==> config.mk <==
export PLATFORM = sky130hd
export DESIGN_NAME = dmac_top
export DESIGN_NICKNAME = d
export VERILOG_FILES = /design/src/rtl/dmac_pkg.sv /design/src/rtl/dmac_cfg.sv /design/src/rtl/dmac_own.sv /design/src/rtl/dmac_move.sv /design/src/rtl/dmac_top.sv
export SDC_FILE = /design/constraint.sdc
export NUM_CORES = 1
export LEC_CHECK = 0
export BUFFER_PORTS_ARGS = -buffer_cell sky130_fd_sc_hd__buf_2
export CORE_ASPECT_RATIO = 1.75
export CORE_UTILIZATION = 41
export CTS_CLUSTER_DIAMETER = 80
export DETAILED_ROUTE_END_ITERATION = 10
export PLACE_DENSITY_LB_ADDON = 0.3
export SLEW_MARGIN = 30
export SYNTH_ARGS = -nofsm -noshare
export SYNTH_HDL_FRONTEND = slang
export SYNTH_SLANG_ARGS = --single-unit
export TNS_END_PERCENT = 5
==> constraint.sdc <==
create_clock -name clk -period 2.44 [get_ports clk]
set_input_delay 0.732 -clock clk [delete_from_list [all_inputs] [get_ports clk]]
set_output_delay 0.732 -clock clk [all_outputs]
set_load 0.005 [all_outputs]
==> src/rtl/dmac_pkg.sv <==
package dmac_pkg;

    // register selector values
    typedef enum logic [1:0] {
        SEL_SRC = 2'd0,
        SEL_DST = 2'd1,
        SEL_CNT = 2'd2,
        SEL_CTL = 2'd3
    } reg_sel_e;

    // control write bits
    localparam int CW_START = 0;
    localparam int CW_IEN   = 1;
    localparam int CW_CLR   = 2;

    // bus ownership sequence
    typedef enum logic [2:0] {
        OWN_IDLE,
        OWN_REQ,
        OWN_ACK,
        OWN_HOLD,
        OWN_REL
    } own_st_e;

    // word mover phase
    typedef enum logic {
        PH_READ,
        PH_WRITE
    } move_ph_e;

    typedef struct packed {
        logic done;
        logic ien;
        logic busy;
    } ctl_t;

    function automatic logic [2:0] status_bits(ctl_t c);
        return {c.done, c.ien, c.busy};
    endfunction

endpackage

==> src/rtl/dmac_cfg.sv <==
module dmac_cfg
    import dmac_pkg::*;
#(
    parameter int AW = 16,
    parameter int CW = 16,
    parameter int RW = 16
) (
    input  logic          clk,
    input  logic          rst,
    input  logic          we_i,
    input  logic [1:0]    sel_i,
    input  logic [RW-1:0] wdata_i,
    output logic [RW-1:0] rdata_o,
    input  logic          step_i,
    input  logic          finished_i,
    output logic          go_o,
    output logic [AW-1:0] src_o,
    output logic [AW-1:0] dst_o,
    output logic          last_o,
    output logic          irq_o
);

    logic [AW-1:0] src_q, dst_q;
    logic [CW-1:0] cnt_q;
    ctl_t          ctl_q;
    reg_sel_e      sel;
    logic          wr_ok, start_w;

    assign sel     = reg_sel_e'(sel_i);
    assign wr_ok   = we_i && !ctl_q.busy;
    assign start_w = wr_ok && (sel == SEL_CTL) && wdata_i[CW_START];
    assign go_o    = start_w && (cnt_q != '0);
    assign src_o   = src_q;
    assign dst_o   = dst_q;
    assign last_o  = (cnt_q == CW'(1));
    assign irq_o   = ctl_q.done && ctl_q.ien;

    always_comb begin
        unique case (sel)
            SEL_SRC: rdata_o = RW'(src_q);
            SEL_DST: rdata_o = RW'(dst_q);
            SEL_CNT: rdata_o = RW'(cnt_q);
            default: rdata_o = RW'(status_bits(ctl_q));
        endcase
    end

    always_ff @(posedge clk) begin
        if (rst) begin
            src_q <= '0;
            dst_q <= '0;
            cnt_q <= '0;
            ctl_q <= '0;
        end else begin
            if (wr_ok) begin
                unique case (sel)
                    SEL_SRC: src_q <= wdata_i[AW-1:0];
                    SEL_DST: dst_q <= wdata_i[AW-1:0];
                    SEL_CNT: cnt_q <= wdata_i[CW-1:0];
                    default: begin
                        ctl_q.ien <= wdata_i[CW_IEN];
                        if (wdata_i[CW_CLR]) ctl_q.done <= 1'b0;
                        if (wdata_i[CW_START]) begin
                            if (cnt_q == '0) begin
                                ctl_q.done <= 1'b1;
                            end else begin
                                ctl_q.busy <= 1'b1;
                                ctl_q.done <= 1'b0;
                            end
                        end
                    end
                endcase
            end
            if (step_i) begin
                src_q <= src_q + 1'b1;
                dst_q <= dst_q + 1'b1;
                cnt_q <= cnt_q - 1'b1;
            end
            if (finished_i) begin
                ctl_q.busy <= 1'b0;
                ctl_q.done <= 1'b1;
            end
        end
    end


    cnt_step_chk: assert property (@(posedge clk) disable iff (rst)
        step_i |=> cnt_q == $past(cnt_q) - 1'b1);


    busy_lock_chk: assert property (@(posedge clk) disable iff (rst)
        ctl_q.busy && !step_i |=> $stable(src_q) && $stable(dst_q) && $stable(cnt_q));


    irq_idle_chk: assert property (@(posedge clk) disable iff (rst)
        irq_o |-> !ctl_q.busy);


    go_busy_chk: assert property (@(posedge clk) disable iff (rst)
        go_o |=> ctl_q.busy && !ctl_q.done);


    zero_start_chk: assert property (@(posedge clk) disable iff (rst)
        start_w && (cnt_q == '0) |=> ctl_q.done && !ctl_q.busy);

endmodule

==> src/rtl/dmac_own.sv <==
module dmac_own
    import dmac_pkg::*;
(
    input  logic clk,
    input  logic rst,
    input  logic go_i,
    input  logic blk_done_i,
    input  logic bgnt_i,
    input  logic brel_ack_i,
    output logic breq_o,
    output logic bgnt_ack_o,
    output logic brel_o,
    output logic owner_o,
    output logic finished_o
);

    own_st_e st_q, st_d;

    always_comb begin
        st_d = st_q;
        unique case (st_q)
            OWN_IDLE: if (go_i)       st_d = OWN_REQ;
            OWN_REQ:  if (bgnt_i)     st_d = OWN_ACK;
            OWN_ACK:                  st_d = OWN_HOLD;
            OWN_HOLD: if (blk_done_i) st_d = OWN_REL;
            OWN_REL:  if (brel_ack_i) st_d = OWN_IDLE;
            default:                  st_d = OWN_IDLE;
        endcase
    end

    always_ff @(posedge clk) begin
        if (rst) st_q <= OWN_IDLE;
        else     st_q <= st_d;
    end

    assign breq_o     = (st_q == OWN_REQ) || (st_q == OWN_ACK) || (st_q == OWN_HOLD);
    assign bgnt_ack_o = (st_q == OWN_ACK);
    assign owner_o    = (st_q == OWN_HOLD);
    assign brel_o     = (st_q == OWN_REL);
    assign finished_o = (st_q == OWN_REL) && brel_ack_i;


    req_rel_excl_chk: assert property (@(posedge clk) disable iff (rst)
        !(breq_o && brel_o));


    ack_after_gnt_chk: assert property (@(posedge clk) disable iff (rst)
        bgnt_ack_o |-> $past(bgnt_i));


    ack_pulse_chk: assert property (@(posedge clk) disable iff (rst)
        bgnt_ack_o |=> !bgnt_ack_o);


    rel_after_last_chk: assert property (@(posedge clk) disable iff (rst)
        blk_done_i |=> brel_o && !breq_o);


    rel_hold_chk: assert property (@(posedge clk) disable iff (rst)
        brel_o && !brel_ack_i |=> brel_o);

endmodule

==> src/rtl/dmac_move.sv <==
module dmac_move
    import dmac_pkg::*;
#(
    parameter int AW = 16,
    parameter int DW = 16
) (
    input  logic          clk,
    input  logic          rst,
    input  logic          owner_i,
    input  logic [AW-1:0] src_i,
    input  logic [AW-1:0] dst_i,
    input  logic          last_i,
    input  logic          mem_ready_i,
    input  logic [DW-1:0] mem_rdata_i,
    output logic          mem_valid_o,
    output logic          mem_write_o,
    output logic [AW-1:0] mem_addr_o,
    output logic [DW-1:0] mem_wdata_o,
    output logic          step_o,
    output logic          blk_done_o
);

    move_ph_e      ph_q;
    logic [DW-1:0] hold_q;
    logic          in_wr;

    assign in_wr       = (ph_q == PH_WRITE);
    assign mem_valid_o = owner_i;
    assign mem_write_o = owner_i && in_wr;
    assign mem_addr_o  = in_wr ? dst_i : src_i;
    assign mem_wdata_o = hold_q;
    assign step_o      = owner_i && in_wr && mem_ready_i;
    assign blk_done_o  = step_o && last_i;

    always_ff @(posedge clk) begin
        if (rst) begin
            ph_q   <= PH_READ;
            hold_q <= '0;
        end else if (!owner_i) begin
            ph_q <= PH_READ;
        end else if (mem_ready_i) begin
            if (!in_wr) begin
                hold_q <= mem_rdata_i;
                ph_q   <= PH_WRITE;
            end else begin
                ph_q   <= PH_READ;
            end
        end
    end


    req_steady_chk: assert property (@(posedge clk) disable iff (rst)
        mem_valid_o && !mem_ready_i |=> mem_valid_o && $stable(mem_addr_o)
            && $stable(mem_write_o) && $stable(mem_wdata_o));


    read_then_write_chk: assert property (@(posedge clk) disable iff (rst)
        mem_valid_o && !mem_write_o && mem_ready_i |=> mem_valid_o && mem_write_o
            && mem_wdata_o == $past(mem_rdata_i));

endmodule

==> src/rtl/dmac_top.sv <==
module dmac_top
    import dmac_pkg::*;
#(
    parameter int AW = 16,
    parameter int DW = 16,
    parameter int CW = 16,
    parameter int RW = (AW > CW) ? AW : CW
) (
    input  logic          clk,
    input  logic          rst,
    input  logic          cfg_we,
    input  logic [1:0]    cfg_sel,
    input  logic [RW-1:0] cfg_wdata,
    output logic [RW-1:0] cfg_rdata,
    output logic          bus_req,
    input  logic          bus_gnt,
    output logic          bus_gnt_ack,
    output logic          bus_rel,
    input  logic          bus_rel_ack,
    output logic          mem_valid,
    output logic          mem_write,
    output logic [AW-1:0] mem_addr,
    output logic [DW-1:0] mem_wdata,
    input  logic [DW-1:0] mem_rdata,
    input  logic          mem_ready,
    output logic          irq
);

    logic          go, step, blk_done, owner, finished, last;
    logic [AW-1:0] src, dst;

    dmac_cfg #(.AW(AW), .CW(CW), .RW(RW)) u_cfg (
        .clk        (clk),
        .rst        (rst),
        .we_i       (cfg_we),
        .sel_i      (cfg_sel),
        .wdata_i    (cfg_wdata),
        .rdata_o    (cfg_rdata),
        .step_i     (step),
        .finished_i (finished),
        .go_o       (go),
        .src_o      (src),
        .dst_o      (dst),
        .last_o     (last),
        .irq_o      (irq)
    );

    dmac_own u_own (
        .clk        (clk),
        .rst        (rst),
        .go_i       (go),
        .blk_done_i (blk_done),
        .bgnt_i     (bus_gnt),
        .brel_ack_i (bus_rel_ack),
        .breq_o     (bus_req),
        .bgnt_ack_o (bus_gnt_ack),
        .brel_o     (bus_rel),
        .owner_o    (owner),
        .finished_o (finished)
    );

    dmac_move #(.AW(AW), .DW(DW)) u_move (
        .clk         (clk),
        .rst         (rst),
        .owner_i     (owner),
        .src_i       (src),
        .dst_i       (dst),
        .last_i      (last),
        .mem_ready_i (mem_ready),
        .mem_rdata_i (mem_rdata),
        .mem_valid_o (mem_valid),
        .mem_write_o (mem_write),
        .mem_addr_o  (mem_addr),
        .mem_wdata_o (mem_wdata),
        .step_o      (step),
        .blk_done_o  (blk_done)
    );


    mem_under_req_chk: assert property (@(posedge clk) disable iff (rst)
        mem_valid |-> bus_req);


    irq_clear_chk: assert property (@(posedge clk) disable iff (rst)
        irq && !(cfg_we && cfg_sel == 2'd3) |=> irq);

endmodule

==> qor.csv <==
stage,metric,value,unit
yosys,synthesized net count,595,
clocking,"Clk Latency, worst-skew pair",340,ps
timing,clk_skew,11.4,ps
timing,RSZ-0062 raised after global routing,no,
grt,global-route wire length before repair,23300,um
cells_and_area,"Area growth, synth to finish",22.6,%
setup_path,crit-path cells,"buf_2, nor2b_1, buf_6, nand2_1, o21ai_0, buf_2",
timing,Final WS setup,79.8,ps
yosys,Synth Area in Compound Gates,20.7,%
clocking,CTS max path bufs,2,
cells_and_area,FILL cells,992,
timing,Peak Freq,424,MHz
timing,endpoints failing hold,0,
pwr,Sw Pwr,0.777,mW
route,average wire per standard cell,18.6,um
floorplan,num ports,94,
grt,grt ovf,0,
clocking,clk slew on worst S/H paths,60,ps
setup_path,CP startpoint kind,input port,
timing,post-route minimum period,2360,ps
cells_and_area,share of post-route cells with drive strength above 1,27.0,%
clocking,CTS H-Tree Depth,3,
floorplan,Initial Util,42.3,%
setup_path,"most used cell, CP",buf_2,
placed_design,HPWL after detailed placement,10700,um
pwr,Comb pwr share,11.7,%
yosys,Post-Synth XOR/XNOR Area,1.01,%
timing,Slew Limit Headroom,51.5,%
setup_path,WP data required,1710,ps
route,ANT nets after route,0,
pwr,clock power share,47.1,%
timing,Worst-Margin Slew,722,ps
timing,endpoints failing setup,0,
yosys,Main synth FF type,dfxtp_1,
grt,Total Routing Usage GR,27.5,%
cells_and_area,nets,686,
floorplan,core area,10300,um^2
setup_path,CP Class,in2out,
yosys,post-synthesis simple-gate area fraction,29.8,%
route,Total Wirelength,14400,um
route,vias per cell,6.05,
grt,vias in the first global route,4442,
placed_design,Placer Congestion,0.969,
yosys,Yosys cell types,71,
yosys,Adder-Cell Fraction of Synth Area,1.15,%
yosys,largest family of logic cells by synthesized area,simple AND/OR/NAND/NOR gates,
timing,Final Max Slew Viols,0,
timing,crit share post-route,96.7,%
yosys,Syn Inst Count,551,
clocking,CTS Sinks,71,
clocking,Root Driver,clkbuf_16,
run,maxcap violations,0,
yosys,"Seq/Total Area, Yosys",32.7,%
setup_path,critical path arrival,1630,ps
pwr,Pint,2.27,mW
pwr,sw frac,25.5,%
yosys,Avg Inst Size Synth,7.90,um^2
placed_design,setup slack at placement,86.3,ps
clocking,hold_buf cts,0,
placed_design,port buffer count,93,
pwr,pwr/cell area,571,nW/um^2
setup_path,critical path endpoint category,output pin,
pwr,worst ir drop on vdd,0.417,mV
yosys,warning count from the yosys run,0,
clocking,TritonCTS clock tree,built,
cells_and_area,ANT cells,0,
route,drt first pass iters,6,
clocking,CTS Buf Count,9,
grt,initial antenna violation count,0,
floorplan,Rows,49,
status,outcome,completed,
grt,largest net degree at the start of global routing,37,
floorplan,chip height,138,um
yosys,mapped cell area,4350,um^2
setup_path,crit path max-delay cell type,buf_6,
yosys,number of flops mapped to enable cells by yosys,0,
yosys,post-synthesis sequential element count,71,
route,Post-route DRC,0,
pwr,sequential share of power,41.2,%
yosys,Async SR Flop Fraction,0,%
route,vias,4682,
floorplan,Die Width,79.9,um
min_path,hold crit path type,reg2reg,
timing,Final TNS setup,0,ps
floorplan,die area,11000,um^2
yosys,mux cell area share after synthesis,9.11,%
route,DR iter-0 viols,325,
setup_path,"Max FO, Critical Path",15,
pwr,Lkg Pwr,2.16,nW
setup_path,max incr delay on CP,190,ps
## cell type report
cell class	instances	area, um^2	share of cell area (%)
flip-flops and latches	71	1420	26.6
multi-input cells	433	2700	50.6
well taps	127	159	2.98
clock inverters	6	83.8	1.57
inverters	8	30.0	0.563
clock buffers	10	239	4.48
repair buffers	119	704	13.2
## Yosys cell counts, types with 4 or more instances
| cell | instances | area (um^2) |
|---|---|---|
| clkbuf_1 | 18 | 67.6 |
| a211oi_1 | 9 | 67.6 |
| a311oi_1 | 9 | 78.8 |
| buf_6 | 4 | 45.0 |
| mux2_2 | 15 | 169 |
| mux2i_1 | 16 | 160 |
| nor2_1 | 53 | 199 |
| ha_1 | 4 | 50.1 |
| or3_1 | 6 | 37.5 |
| inv_1 | 8 | 30.0 |
| buf_2 | 12 | 60.1 |
| nand4_1 | 11 | 68.8 |
| dfxtp_1 | 71 | 1420 |
| xnor2_1 | 5 | 43.8 |
| a31oi_1 | 18 | 113 |
| and3_1 | 12 | 75.1 |
| a21oi_1 | 40 | 200 |
| a22oi_1 | 4 | 30.0 |
| nand3_1 | 17 | 85.1 |
| o21ai_0 | 37 | 185 |
| nor2b_1 | 4 | 25.0 |
| and4_1 | 5 | 43.8 |
| and2_1 | 4 | 25.0 |
| nor3_1 | 10 | 50.1 |
| nand2_1 | 87 | 327 |
## per-layer routing
layer | wire (um) | part of all wire (%) | global-route usage (%) | up-vias
li1 | - | - | - | 2198
met2 | 6820 | 47 | 43.0 | 261
met1 | 5440 | 38 | 31.9 | 2154
met4 | 1070 | 7.4 | 20.6 | 0
met5 | 0 | 0 | 0 | -
met3 | 1090 | 7.6 | 6.27 | 69
## metrics by stage
stage	hold slack, ps	power [mW]	area [um^2]	util [%]	instances
3_3_place_gp	440	1.62	5000	48.6	758
6_report	448	3.05	5340	51.8	774
2_1_floorplan	453	1.47	4350	-	551
4_1_cts	452	3.04	5320	51.7	774
5_1_grt	481	3.17	5340	51.8	774
3_5_place_dp	444	1.62	5000	48.6	758
## what timing repair did
action                                  in CTS  in global routing
buffers inserted                             0                  0
endpoints found under the setup margin       0                  2
gates resized for setup                      0                  5
## sequential cells by signal, indices dropped and copies added (netlist names)
signal / cells
u_own.st_q: 3
u_move.mem_wdata_o: 16
u_cfg.dst_o: 16
u_cfg.cnt_q: 16
u_cfg.src_o: 16
u_move.in_wr: 1
u_cfg.ctl_q: 3
## critical path: cells and delay by family
family                 cells  cell delay [ps]
buffers and inverters      3              530
AOI/OAI and AO/OA          1              110
and+or+nand+nor            2              240
## power by group through the flow
stage / Clock [mW] / Sequential, mW / Combinational, mW
after floorplan: 0 / 1.25 / 0.214
after global routing: 1.52 / 1.26 / 0.390
final: 1.43 / 1.25 / 0.357
after global placement: 0 / 1.28 / 0.341
after detailed placement: 0 / 1.28 / 0.347
after CTS: 1.44 / 1.25 / 0.349
## placed cells by master, fill, tap and decap left out, types with 5 or more instances in the layout
master and instances:
a31oi_1 18, or3_1 6, a21oi_1 40, and4_1 5, nand3_1 17, nand4_1 11
nor2_1 53, nand2_1 87, nor3_1 10, buf_4 22, inv_1 8, mux2i_1 15
a311oi_1 9, a211oi_1 9, buf_2 92, xnor2_1 5, dfxtp_1 71, mux2_2 15
o21ai_0 36, and3_1 12, clkbuf_16 9
## final timing paths
check | from | end | slack [ps] | cells after the start
worst min-delay path | u_move.mem_wdata_o[7]$_SDFFE_PP0P_ | u_move.mem_wdata_o[7]$_SDFFE_PP0P_ | 450 | 2
worst max-delay path | cfg_sel[0] | cfg_rdata[6] | 80 | 6
worst max register to register | u_own.st_q[1]$_SDFFE_PP0P_ | u_cfg.dst_o[6]$_SDFFE_PP0P_ | 490 | 7
worst min register to register | u_move.mem_wdata_o[7]$_SDFFE_PP0P_ | u_move.mem_wdata_o[7]$_SDFFE_PP0P_ | 450 | 2
## kinds of logic after synthesis
logic type	after synthesis
XOR/XNOR	5
adder cells (fa/ha/maj)	4
buffers and inverters	47
multiplexers	34
flip-flops	71
AND/OR/NAND/NOR	248
AO/OA/AOI/OAI	142
(Power assumes the default switching activity.)
